<file path="src/rtl/zcu_pkg.sv">
// Shared constants and helpers for the zero-cross gain scheduler.
package zcu_pkg;
    // Widest timeout, in 4 kHz ticks (select 00).
    localparam int unsigned MAX_TICKS = 32;
    localparam int unsigned TCNT_W    = $clog2(MAX_TICKS) + 1;

    // Number of reference ticks in one timeout period for a select value.
    function automatic logic [TCNT_W-1:0] ticks_for_sel(input logic [1:0] sel);
        logic [TCNT_W-1:0] base;
        base = TCNT_W'(MAX_TICKS);
        return base >> sel;
    endfunction
endpackage

</file>
<file path="src/rtl/zcu_tick_gen.sv">
// Free-running divider that makes a one-cycle 4 kHz reference tick.
// Assumes TICK_DIV >= 2 and TICK_DIV = system clock frequency / 4000.
module zcu_tick_gen #(
    parameter int unsigned TICK_DIV = 3072
) (
    input  logic clk,
    input  logic rst_n,
    output logic tick
);
    localparam int unsigned DW = $clog2(TICK_DIV);
    localparam logic [DW-1:0] LAST = DW'(TICK_DIV - 1);

    logic [DW-1:0] div_q;

    assign tick = (div_q == LAST);

    // Count system clocks and wrap once per reference period.
    always_ff @(posedge clk) begin
        if (!rst_n)    div_q <= '0;
        else if (tick) div_q <= '0;
        else           div_q <= div_q + 1'b1;
    end
endmodule

</file>
<file path="src/rtl/zcu_zc_detect.sv">
// Flags a zero crossing: a valid sample of the other sign from the last
// valid sample, or a valid sample equal to zero. Zero counts as non-negative.
// Assumes samples are two's complement.
module zcu_zc_detect #(
    parameter int unsigned SAMPLE_W = 16
) (
    input  logic                clk,
    input  logic                rst_n,
    input  logic [SAMPLE_W-1:0] smp_data,
    input  logic                smp_valid,
    output logic                zc
);
    logic prev_neg_q;
    logic prev_seen_q;
    logic cur_neg;
    logic is_zero;

    assign cur_neg = smp_data[SAMPLE_W-1];
    assign is_zero = (smp_data == '0);
    assign zc      = smp_valid && (is_zero || (prev_seen_q && (cur_neg != prev_neg_q)));

    // Remember the sign of the last valid sample.
    always_ff @(posedge clk) begin
        if (!rst_n) begin
            prev_neg_q  <= 1'b0;
            prev_seen_q <= 1'b0;
        end else if (smp_valid) begin
            prev_neg_q  <= cur_neg;
            prev_seen_q <= 1'b1;
        end
    end
endmodule

</file>
<file path="src/rtl/zcu_to_timer.sv">
// Counts reference ticks since the last gain write and flags expiry.
// The count saturates one short of the widest period. Expiry needs the
// enable, so a disabled timeout never forces an update.
module zcu_to_timer
    import zcu_pkg::*;
(
    input  logic       clk,
    input  logic       rst_n,
    input  logic       restart,
    input  logic       run,
    input  logic       tick,
    input  logic       to_en,
    input  logic [1:0] to_sel,
    output logic       expire
);
    logic [TCNT_W-1:0] cnt_q;
    logic [TCNT_W-1:0] limit_m1;
    logic              at_limit;

    assign limit_m1 = ticks_for_sel(to_sel) - 1'b1;
    assign at_limit = (cnt_q >= limit_m1);
    assign expire   = run && to_en && tick && at_limit && !restart;

    // Clear on a write, then count ticks while a value is pending.
    always_ff @(posedge clk) begin
        if (!rst_n || restart)
            cnt_q <= '0;
        else if (run && tick && cnt_q != TCNT_W'(MAX_TICKS - 1))
            cnt_q <= cnt_q + 1'b1;
    end
endmodule

</file>
<file path="src/rtl/zc_gain_update.sv">
// Holds a written gain value pending and applies it at the next zero
// crossing of the sample stream, or at timeout expiry when that is enabled.
// A write in the same cycle as a trigger takes precedence.
module zc_gain_update #(
    parameter int unsigned GAIN_W     = 8,
    parameter int unsigned SAMPLE_W   = 16,
    parameter int unsigned TICK_DIV   = 3072,
    parameter logic [GAIN_W-1:0] RESET_GAIN = '0
) (
    input  logic                clk,
    input  logic                rst_n,
    input  logic                to_en,
    input  logic [1:0]          to_sel,
    input  logic [SAMPLE_W-1:0] smp_data,
    input  logic                smp_valid,
    input  logic [GAIN_W-1:0]   gain_wdata,
    input  logic                gain_wr,
    output logic [GAIN_W-1:0]   gain_out,
    output logic                gain_upd
);
    logic              tick;
    logic              zc;
    logic              expire;
    logic              pend_v_q;
    logic [GAIN_W-1:0] pend_gain_q;
    logic              apply;

    zcu_tick_gen #(.TICK_DIV(TICK_DIV)) u_tick (
        .clk(clk), .rst_n(rst_n), .tick(tick)
    );

    zcu_zc_detect #(.SAMPLE_W(SAMPLE_W)) u_zc (
        .clk(clk), .rst_n(rst_n), .smp_data(smp_data),
        .smp_valid(smp_valid), .zc(zc)
    );

    zcu_to_timer u_to (
        .clk(clk), .rst_n(rst_n), .restart(gain_wr), .run(pend_v_q),
        .tick(tick), .to_en(to_en), .to_sel(to_sel), .expire(expire)
    );

    assign apply = pend_v_q && !gain_wr && (zc || expire);

    // Capture writes as pending; clear the pending flag when applied.
    always_ff @(posedge clk) begin
        if (!rst_n) begin
            pend_v_q    <= 1'b0;
            pend_gain_q <= '0;
        end else if (gain_wr) begin
            pend_v_q    <= 1'b1;
            pend_gain_q <= gain_wdata;
        end else if (apply) begin
            pend_v_q    <= 1'b0;
        end
    end

    // Move the pending value to the output and pulse for one cycle.
    always_ff @(posedge clk) begin
        if (!rst_n) begin
            gain_out <= RESET_GAIN;
            gain_upd <= 1'b0;
        end else begin
            gain_upd <= apply;
            if (apply) gain_out <= pend_gain_q;
        end
    end
endmodule

</file>
<file path="config.mk">
export PLATFORM = sky130hd
export DESIGN_NAME = zc_gain_update
export DESIGN_NICKNAME = d
export VERILOG_FILES = /design/src/rtl/zcu_pkg.sv /design/src/rtl/zcu_tick_gen.sv /design/src/rtl/zcu_zc_detect.sv /design/src/rtl/zcu_to_timer.sv /design/src/rtl/zc_gain_update.sv
export SDC_FILE = /design/constraint.sdc
export NUM_CORES = 1
export LEC_CHECK = 0
export ABC_CLOCK_PERIOD_IN_PS = 2400
export BUFFER_PORTS_ARGS = -buffer_cell sky130_fd_sc_hd__buf_2
export CAP_MARGIN = 10
export CORE_UTILIZATION = 38
export CTS_BUF_LIST = sky130_fd_sc_hd__clkbuf_2 sky130_fd_sc_hd__clkbuf_4 sky130_fd_sc_hd__clkbuf_8
export DETAILED_ROUTE_END_ITERATION = 10
export SYNTH_ARGS = -nofsm -noshare
export SYNTH_HDL_FRONTEND = slang
export SYNTH_SLANG_ARGS = --single-unit
</file>
<file path="constraint.sdc">
create_clock -name clk -period 2.4 [get_ports clk]
set_clock_uncertainty 0.2 [all_clocks]
set_input_delay 0.72 -clock clk [delete_from_list [all_inputs] [get_ports clk]]
set_output_delay 0.72 -clock clk [all_outputs]
set_load 0.01 [all_outputs]
</file>
==> impl_metrics.csv, run 1 <==
group,metric,value,unit
drt,drcViolationCount,0,
synthesis,synth-async-reset-ratio,0,
synthesis,netlist_area,1764,um2
synthesis,synth_most_common_cell,"dfxtp_1",
placement,dp_cells,276,
hold_path,whs_path_depth,1,
synthesis,ys_seq_area_frac,0.4312,
drt,ant_nets,0,
setup_path,cp-end-kind,"flop",
timing,min_period_over_period,0.9181,
placement,gp_congestion,0.7389,
clocking,ctsHoldBuffers,0,
cells_and_area,fin_nets,268,
clocking,cts_tree,"built",
flow_run,maxCapViolations,0,
placement,dp_hpwl,2286,um
setup_path,r2r-end,"u_to.cnt_q[4]$_SDFFE_PP0P_",
power,powerDensity,561.4,nW/um2
power,ir_drop,0.0003735,V
synthesis,synthDistinctLibCells,35,
floorplanning,num_io_pins,40,
clocking,cts_resized,0,
timing,slew_viol_final,0,
setup_path,crit_type,"in -> reg",
cells_and_area,final_area,2140,um2
synthesis,ys_seq_elements,38,
synthesis,synth_area_per_cell,9.434,um2
setup_path,cp_cell_sequence,"buf_2 > or2_2 > ha_1 > nand2_1 > a21oi_2 > o2111ai_4 > a21oi_4 > buf_12 > mux2i_1",
drt,routed_wl,3090,um
run_status,status,"complete, no violations",
drt,drtIter0Drc,43,
floorplanning,die_area,4919,um2
cells_and_area,antenna_cells,0,
timing,fmax,453.8,MHz
setup_path,reg2reg_slack,440,ps
hold_path,min_to,"u_zc.prev_seen_q$_SDFFE_PN0P_",
cells_and_area,instances_no_fill,284,
power,switching_share,0.2210,
synthesis,postSynthCellCount,187,
clocking,htreeDepth,2,
setup_path,crit_required,2420,ps
synthesis,synth_commonest_cells,"dfxtp_1 (38), nand2_1 (29), mux2i_1 (17), nor2_1 (17)",
global_route,grt_max_degree,34,
timing,hold_violations,0,
floorplanning,start_util,0.3997,
clocking,clk_latency,280,ps
global_route,gr-total-overflow,0,
global_route,grt_pass1_vias,1236,
clocking,numCtsBuffers,5,
global_route,antenna_found_initial,0,
synthesis,yosys.area.top_type_share,0.4312,
timing,setup_viol,0,
synthesis,synth_nets,224,
global_route,grt_usage,0.1385,
drt,vias,1333,
power,internal_power,0.0009356,W
hold_path,hp-start,"u_zc.prev_seen_q$_SDFFE_PN0P_",
placement,placed_area,2044,um2
power,seqPwrFrac,0.548,
cells_and_area,drive_above_1_share,0.2586,
drt,drtPass1Iterations,4,
setup_path,cp-start-kind,"input pin",
floorplanning,rows,24,
setup_path,max_stage_delay,280,ps
hold_path,hp-class,"reg -> reg",
setup_path,r2r_cells,6,
drt,drt-vias-per-instance,4.694,
setup_path,timing.rr.start,"u_tick.div_q[0]$_SDFF_PP0_",
floorplanning,core_area,4414,um2
power,p_comb_frac,0.073,
setup_path,arrival,2220,ps
power,net-switching-power,0.0002655,W
synthesis,yosysTopAreaCell,"dfxtp_1",
clocking,clkTransAtPathRegs,70,ps
synthesis,synth-edff-count,0,
clocking,clk_path_buf_depth,2,
setup_path,slowest_stage,"or2_2",
cells_and_area,areaGrowthSynthToFinish,21.28,%
clocking,cts.sinks,38,
placement,io_buffers,39,
power,leakagePower,0.9262,nW
floorplanning,die_height,70.14,um
drt,wl_per_cell,10.88,um
synthesis,synth_top_flop_cell,"dfxtp_1",
power,power.share.clock,0.379,
synthesis,ys_warn_count,0,
synthesis,ys_top_cells_by_area,"dfxtp_1 (43%), mux2i_1 (9.6%), nand2_1 (6.2%)",
clocking,root_buffer,"clkbuf_8",
timing,period_needed,2203,ps
clocking,post-cts-setup-buffer-count,0,
floorplanning,die_w,70.14,um
global_route,grt_pass1_wl,5271,um
timing,grt_setup_unrepaired,"no",
cells_and_area,fill_cells,439,
setup_path,path_max_fanout,8,
cells_and_area,final_util,0.4847,
==> metrics by stage <==
stage          worst slack, ps  TNS [ps]  total power (W)  hold WS [ps]
2_1_floorplan            17.12         0        0.0007215         217.5
6_report                 196.5         0         0.001201         252.0
4_1_cts                  192.7         0         0.001222         257.9
5_1_grt                  131.5         0         0.001255         276.7
3_3_place_gp            -91.07    -713.5        0.0007603         231.0
3_5_place_dp            -112.4    -843.7        0.0007623         238.3
==> layer usage <==
metal / vias up / GRT usage / wire length [um]
li1: 715 / - / -
met1: 581 / 0.1697 / 1513
met2: 31 / 0.2179 / 1366
met3: 6 / 0.05483 / 162
met4: 0 / 0.05333 / 48
met5: - / 0 / 0
==> critical path, delay by kind of cell <==
family | cells | cell delay (ps)
AO/OA/AOI/OAI | 3 | 480
AND/OR/NAND/NOR | 2 | 340
adder cells (fa/ha/maj) | 1 | 270
buffers and inverters | 2 | 240
multiplexers | 1 | 170
==> how the worst max path moves through the flow <==
stage | from | to | slack [ps] | cells past startpoint
after floorplan | to_sel[0] | gain_out[0]$_SDFFE_PN0P_ | 20 | 7
after global placement | to_sel[0] | gain_out[7]$_SDFFE_PN0P_ | -90 | 9
after detailed placement | to_sel[0] | gain_out[5]$_SDFFE_PN0P_ | -110 | 9
after CTS | to_sel[0] | gain_out[0]$_SDFFE_PN0P_ | 190 | 9
after global routing | to_sel[0] | gain_out[0]$_SDFFE_PN0P_ | 130 | 9
final | to_sel[0] | gain_out[0]$_SDFFE_PN0P_ | 200 | 9
==> cell usage in the layout (no fill, tap or decap), drive strengths merged <==
cell     instances
and4b            1
nand3b           1
dfxtp           38
and3             5
xor2            11
nor3             1
o21bai           1
ha               6
and2             4
a21o             1
or3b             1
clkinv           1
a21oi            4
mux2i           17
clkbuf           7
buf             42
nor2b           11
or2              1
o21a             1
nor4             6
o2111ai          1
conb             1
nand2           29
nor2            18
nand2b           3
inv              2
nand3            9
o21ai            3
nand4            1
and4             1
xnor2            4
==> logic make-up after synthesis <==
logic type,after synthesis,share of synthesized area
fa+ha+maj,6,0.04255
simple gates,92,0.2823
buf+inv,7,0.01490
xor+xnor,15,0.07446
mux,17,0.09645
other cells,1,0.002126
compound gates,11,0.05603
flops,38,0.4312
==> registers in the layout, indices dropped and copies added, names as in the netlist <==
| register | count |
|---|---|
| gain_upd | 1 |
| u_zc.prev_neg_q | 1 |
| pend_gain_q | 8 |
| u_tick.div_q | 12 |
| gain_out | 8 |
| u_zc.prev_seen_q | 1 |
| u_to.cnt_q | 6 |
| pend_v_q | 1 |
==> power by group through the flow <==
| stage | logic (W) | clock network, W | registers (W) |
|---|---|---|---|
| floorplan | 0.0000512 | 0 | 0.000670 |
| global placement | 0.0000883 | 0 | 0.000672 |
| detailed placement | 0.0000895 | 0 | 0.000673 |
| CTS | 0.0000897 | 0.000474 | 0.000658 |
| global route | 0.0000990 | 0.000496 | 0.000660 |
| finish | 0.0000878 | 0.000455 | 0.000658 |
==> cell type report <==
class,instances,area (um2),area share
Tap cell,52,65.06,0.03041
Timing Repair Buffer,42,230.2,0.1076
Multi-Input combinational cell,142,980.9,0.4585
Inverter,2,7.507,0.003509
Clock buffer,7,90.09,0.04211
Sequential cell,38,760.7,0.3556
Clock inverter,1,5.005,0.002339
Power figures use the tool's default switching activity.
==> inputs of run 2 (changes only) <==
--- a/config.mk
+++ b/config.mk
@@ -5,12 +5,13 @@
 export SDC_FILE = /design/constraint.sdc
 export NUM_CORES = 1
 export LEC_CHECK = 0
-export ABC_CLOCK_PERIOD_IN_PS = 2400
+export ABC_CLOCK_PERIOD_IN_PS = 2700
 export BUFFER_PORTS_ARGS = -buffer_cell sky130_fd_sc_hd__buf_2
 export CAP_MARGIN = 10
 export CORE_UTILIZATION = 38
 export CTS_BUF_LIST = sky130_fd_sc_hd__clkbuf_2 sky130_fd_sc_hd__clkbuf_4 sky130_fd_sc_hd__clkbuf_8
 export DETAILED_ROUTE_END_ITERATION = 10
+export RECOVER_POWER = 50
 export SYNTH_ARGS = -nofsm -noshare
 export SYNTH_HDL_FRONTEND = slang
 export SYNTH_SLANG_ARGS = --single-unit
==> constraint.sdc (replaced) <==
create_clock -name clk -period 2.7 [get_ports clk]
set_clock_uncertainty 0.2 [all_clocks]
set_input_delay 0.81 -clock clk [delete_from_list [all_inputs] [get_ports clk]]
set_output_delay 0.81 -clock clk [all_outputs]
set_load 0.01 [all_outputs]
==> run 2 against run 1 <==
Compared with the run above: sequential share of layout area rose by 0.48 points; sequential power fell by 11%; global-route usage fell by 0.10 points; routed wire length rose by 0.94%; largest power group unchanged.
==> impl_metrics.csv, run 2 (synthesized netlist as in run 1, its figures left out) <==
group,metric,value,unit
run_status,status,"complete, no violations",
setup_path,worstPathBufferInverterCount,2,
timing,setup_tns,0,ps
drt,vias,1341,
cells_and_area,reg_top3,"u_tick.div_q (12), gain_out (8), pend_gain_q (8)",
cells_and_area,areaGrowthSynthToFinish,19.65,%
timing,fmax,415.6,MHz
power,total_power,0.001131,W
hold_path,whs_path_depth,1,
global_route,grt_pass1_wl,5244,um
clocking,clkTransAtPathRegs,70,ps
cells_and_area,final_util,0.4782,
clocking,clk_path_buf_depth,2,
global_route,use_met1,0.1721,
cells_and_area,layout_commonest_cell,"dfxtp_1",
floorplanning,num_io_pins,40,
timing,setup_viol,0,
placement,io_buffers,39,
clocking,cts_tree,"built",
clocking,cts.sinks,38,
timing,hold_violations,0,
cells_and_area,top_register,"u_tick.div_q",
global_route,grt_pass1_vias,1214,
timing,slew_headroom,0.1723,
setup_path,path_max_fanout,8,
drt,wl_per_cell,11.02,um
floorplanning,rows,24,
drt,drcViolationCount,0,
power,ir_drop,0.0003077,V
drt,drt-vias-per-instance,4.739,
power,leakagePower,0.8636,nW
global_route,antenna_found_initial,0,
timing,hold_ws,249.4,ps
cells_and_area,antenna_cells,0,
global_route,grt_usage,0.1375,
floorplanning,core_area,4414,um2
global_route,grt_max_degree,34,
floorplanning,start_util,0.3997,
clocking,post-cts-setup-buffer-count,0,
timing,period_needed,2406,ps
floorplanning,die_w,70.14,um
timing,tightest_slew,1242,ps
setup_path,cp-start-kind,"input pin",
global_route,use_met2,0.2115,
power,powerDensity,535.6,nW/um2
setup_path,r2r_cells,6,
drt,drtPass1Iterations,4,
global_route,top_usage_layer,"met2",
global_route,globalRouteMet3Util,0.05916,
cells_and_area,largest_reg_flops,12,
placement,gp_congestion,0.7602,
placement,dp_hpwl,2240,um
floorplanning,die_area,4919,um2
cells_and_area,most-common-layout-cells,"dfxtp_1 (38), nand2_1 (29), buf_2 (29)",
flow_run,maxCapViolations,0,
clocking,ctsHoldBuffers,0,
drt,drtIter0Drc,25,
setup_path,worst-path-stages,9,
clocking,root_buffer,"clkbuf_8",
clocking,numCtsBuffers,5,
cells_and_area,fin_nets,267,
setup_path,crit_required,2720,ps
setup_path,slowest_stage,"or2_2",
clocking,clk_latency,290,ps
setup_path,max_stage_delay,280,ps
timing,grt_setup_unrepaired,"no",
setup_path,cp_top_family,"compound AO/OA/AOI/OAI gates",
drt,ant_nets,0,
clocking,cts_resized,0,
cells_and_area,drive_above_1_share,0.1991,
drt,routed_wl,3119,um
setup_path,arrival,2430,ps
setup_path,cp_cell_sequence,"buf_2 > or2_2 > ha_1 > nand2_1 > a21oi_1 > o2111ai_4 > a21oi_4 > buf_12 > mux2i_1",
placement,placed_area,2033,um2
setup_path,cp-end-kind,"flop",
clocking,htreeDepth,2,
setup_path,crit_type,"in -> reg",
floorplanning,die_height,70.14,um
cells_and_area,final_area,2111,um2
timing,slew_viol_final,0,
hold_path,hp-class,"reg -> reg",
timing,min_period_over_period,0.8912,
global_route,gr-total-overflow,0,
-- run 2: layout make-up --
class,instances,area (um2)
clock inverters,3,40.04
repair buffers,41,206.4
inverters,2,7.507
clock buffers,5,68.82
flip-flops and latches,38,760.7
fillers,426,2303
multi-input cells,142,962.2
well taps,52,65.06
-- run 2: final timing paths --
check / slack (ps) / startpoint / endpoint
setup / recovery: 290 / to_sel[0] / gain_out[4]$_SDFFE_PN0P_
hold / removal: 250 / u_tick.div_q[0]$_SDFF_PP0_ / u_tick.div_q[0]$_SDFF_PP0_
setup reg to reg: 360 / u_tick.div_q[0]$_SDFF_PP0_ / u_to.cnt_q[4]$_SDFFE_PP0P_
hold reg to reg: 250 / u_tick.div_q[0]$_SDFF_PP0_ / u_tick.div_q[0]$_SDFF_PP0_
-- run 2: power breakdown --
group	switching, W	internal [W]	leakage [nW]
Clock	0.000198	0.000272	0.0579
Sequential	0.00000937	0.000575	0.309
Combinational	0.0000373	0.0000389	0.497
Total	0.000245	0.000886	0.864
-- run 2: per-layer routing --
metal,share of wire,wire length (um)
met5,0,0
met4,0.0061,19
met3,0.054,169
met2,0.42,1311
met1,0.52,1618
-- run 2: stage by stage --
stage	worst slack (ps)	instances
final	293.6	283
after global routing	124.1	283
after CTS	289.9	283
after detailed placement	-18.40	275
after global placement	32.28	275
after floorplan	150.1	187
-- run 2: worst register-to-register path, delay by kind of cell, from the launching register on --
kind            cells  cell delay [ps]
compound gates      1              140
fa+ha+maj           1              260
flops               1              360
simple gates        4             1320
==> inputs of run 3 (changes only) <==
--- a/config.mk
+++ b/config.mk
@@ -11,7 +11,8 @@
 export CORE_UTILIZATION = 38
 export CTS_BUF_LIST = sky130_fd_sc_hd__clkbuf_2 sky130_fd_sc_hd__clkbuf_4 sky130_fd_sc_hd__clkbuf_8
 export DETAILED_ROUTE_END_ITERATION = 10
-export RECOVER_POWER = 50
+export GPL_ROUTABILITY_DRIVEN = 0
+export RECOVER_POWER = 100
 export SYNTH_ARGS = -nofsm -noshare
 export SYNTH_HDL_FRONTEND = slang
 export SYNTH_SLANG_ARGS = --single-unit
==> run 3 against run 2 <==
Compared with the run above: register-to-register slack worse by 70 ps; first-iteration DRC count shrank 8.0%; critical path type unchanged; clock power is essentially flat; fmax decreased by 3.0%; sequential share of layout area rose by 0.45 points; die area is the same; largest cell class unchanged; via count is 0.22% higher.
==> impl_metrics.csv, run 3 (synthesized netlist as in run 1, its figures left out) <==
group,metric,value,unit
setup_path,crit_required,2720,ps
placement,dp_hpwl,2240,um
floorplanning,num_io_pins,40,
cells_and_area,largest_reg_flops,12,
power,ir_drop,0.0003062,V
setup_path,slowest_stage,"or2_2",
cells_and_area,fin_nets,267,
cells_and_area,drive_above_1_share,0.1905,
placement,dp_cells,275,
timing,period_needed,2481,ps
setup_path,r2r-end,"u_to.cnt_q[4]$_SDFFE_PP0P_",
global_route,use_met2,0.2115,
global_route,grt_pass1_vias,1214,
placement,placed_area,2033,um2
clocking,numCtsBuffers,5,
cells_and_area,final_area,2085,um2
cells_and_area,most-common-layout-cells,"dfxtp_1 (38), nand2_1 (29), buf_2 (29)",
hold_path,min_to,"u_tick.div_q[0]$_SDFF_PP0_",
power,leakagePower,0.8477,nW
drt,routed_wl,3128,um
floorplanning,die_height,70.14,um
floorplanning,rows,24,
timing,setup_slack,219.4,ps
global_route,grt_usage,0.1375,
clocking,cts_tree,"built",
timing,grt_setup_unrepaired,"no",
power,powerDensity,541.3,nW/um2
clocking,ctsHoldBuffers,0,
hold_path,hp-start,"u_tick.div_q[0]$_SDFF_PP0_",
clocking,htreeDepth,2,
clocking,clk_latency,290,ps
global_route,grt_max_degree,34,
cells_and_area,areaGrowthSynthToFinish,18.16,%
global_route,gr-total-overflow,0,
placement,io_buffers,39,
drt,drtPass1Iterations,4,
cells_and_area,reg_top3,"u_tick.div_q (12), gain_out (8), pend_gain_q (8)",
setup_path,arrival,2500,ps
floorplanning,die_area,4919,um2
setup_path,crit_type,"in -> reg",
setup_path,reg2reg_slack,290,ps
hold_path,hp-class,"reg -> reg",
clocking,post-cts-setup-buffer-count,0,
timing,slew_headroom,0.1725,
timing,tightest_slew,1241,ps
timing,slew_viol_final,0,
floorplanning,start_util,0.3997,
hold_path,whs_path_depth,1,
cells_and_area,register_area,760.7,um2
setup_path,cp_cell_sequence,"buf_2 > or2_2 > ha_1 > nand2_1 > a21oi_1 > o2111ai_4 > a21oi_1 > buf_12 > mux2i_1",
cells_and_area,fill_cells,428,
placement,post-place-ws,-18.40,ps
setup_path,cp-end-kind,"flop",
timing,setup_viol,0,
clocking,clk_path_buf_depth,2,
timing,hold_ws,249.3,ps
global_route,antenna_found_initial,0,
setup_path,r2r_cells,6,
flow_run,maxCapViolations,0,
global_route,grt_pass1_wl,5244,um
setup_path,cp-start-kind,"input pin",
cells_and_area,antenna_cells,0,
drt,drt-vias-per-instance,4.749,
cells_and_area,layout_commonest_cell,"dfxtp_1",
clocking,clkTransAtPathRegs,70,ps
setup_path,timing.rr.start,"u_tick.div_q[0]$_SDFF_PP0_",
global_route,top_usage_layer,"met2",
drt,drcViolationCount,0,
setup_path,path_max_fanout,8,
setup_path,max_stage_delay,280,ps
cells_and_area,instances_no_fill,283,
clocking,cts.sinks,38,
drt,wl_per_cell,11.05,um
drt,ant_nets,0,
clocking,cts_resized,0,
global_route,use_met1,0.1721,
global_route,globalRouteMet3Util,0.05916,
setup_path,cp_common_cell,"a21oi_1",
floorplanning,die_w,70.14,um
timing,fmax,403.1,MHz
drt,vias,1344,
timing,min_period_over_period,0.9187,
run_status,status,"complete, no violations",
timing,hold_violations,0,
cells_and_area,multi_input_area,935.9,um2
cells_and_area,top_register,"u_tick.div_q",
floorplanning,core_area,4414,um2
clocking,root_buffer,"clkbuf_8",
drt,drtIter0Drc,23,
run 3: critical path, delay by kind of cell:
kind	cells	cell delay, ps
buf+inv	2	270
fa+ha+maj	1	280
simple gates	2	330
compound gates	3	640
mux	1	180
run 3: final cells by class:
type                            instances  share of cell area
Multi-Input combinational cell        142              0.4490
Clock buffer                            5             0.03301
Inverter                                2            0.003601
Clock inverter                          3             0.01921
Sequential cell                        38              0.3649
Tap cell                               52             0.03121
Timing Repair Buffer                   41             0.09904
run 3: where the power goes:
group | internal [W] | switching, W
Clock | 0.000272 | 0.000198
Combinational | 0.0000385 | 0.0000361
Sequential | 0.000575 | 0.00000886
run 3: how the worst max path moves through the flow:
stage,from,to,slack (ps),cells past startpoint
floorplan,to_sel[0],gain_out[0]$_SDFFE_PN0P_,150,7
global placement,to_sel[0],gain_out[7]$_SDFFE_PN0P_,30,9
detailed placement,to_sel[0],gain_out[4]$_SDFFE_PN0P_,-20,9
CTS,to_sel[0],gain_out[2]$_SDFFE_PN0P_,290,9
global route,rst_n,u_tick.div_q[0]$_SDFF_PP0_,120,4
finish,to_sel[0],gain_out[4]$_SDFFE_PN0P_,220,9
run 3: metrics by stage:
step	TNS, ps	util	total power [W]
5_1_grt	0	0.4722	0.001184
6_report	0	0.4722	0.001128
3_3_place_gp	0	0.4606	0.0006745
2_1_floorplan	0	-	0.0006411
3_5_place_dp	-87.06	0.4606	0.0006752
4_1_cts	0	0.4853	0.001147
run 3: per-layer routing:
| layer | vias to the layer above | share of wire |
|---|---|---|
| met3 | 2 | 0.054 |
| met1 | 595 | 0.52 |
| met5 | - | 0 |
| met2 | 30 | 0.42 |
| met4 | 0 | 0.0061 |
| li1 | 717 | - |
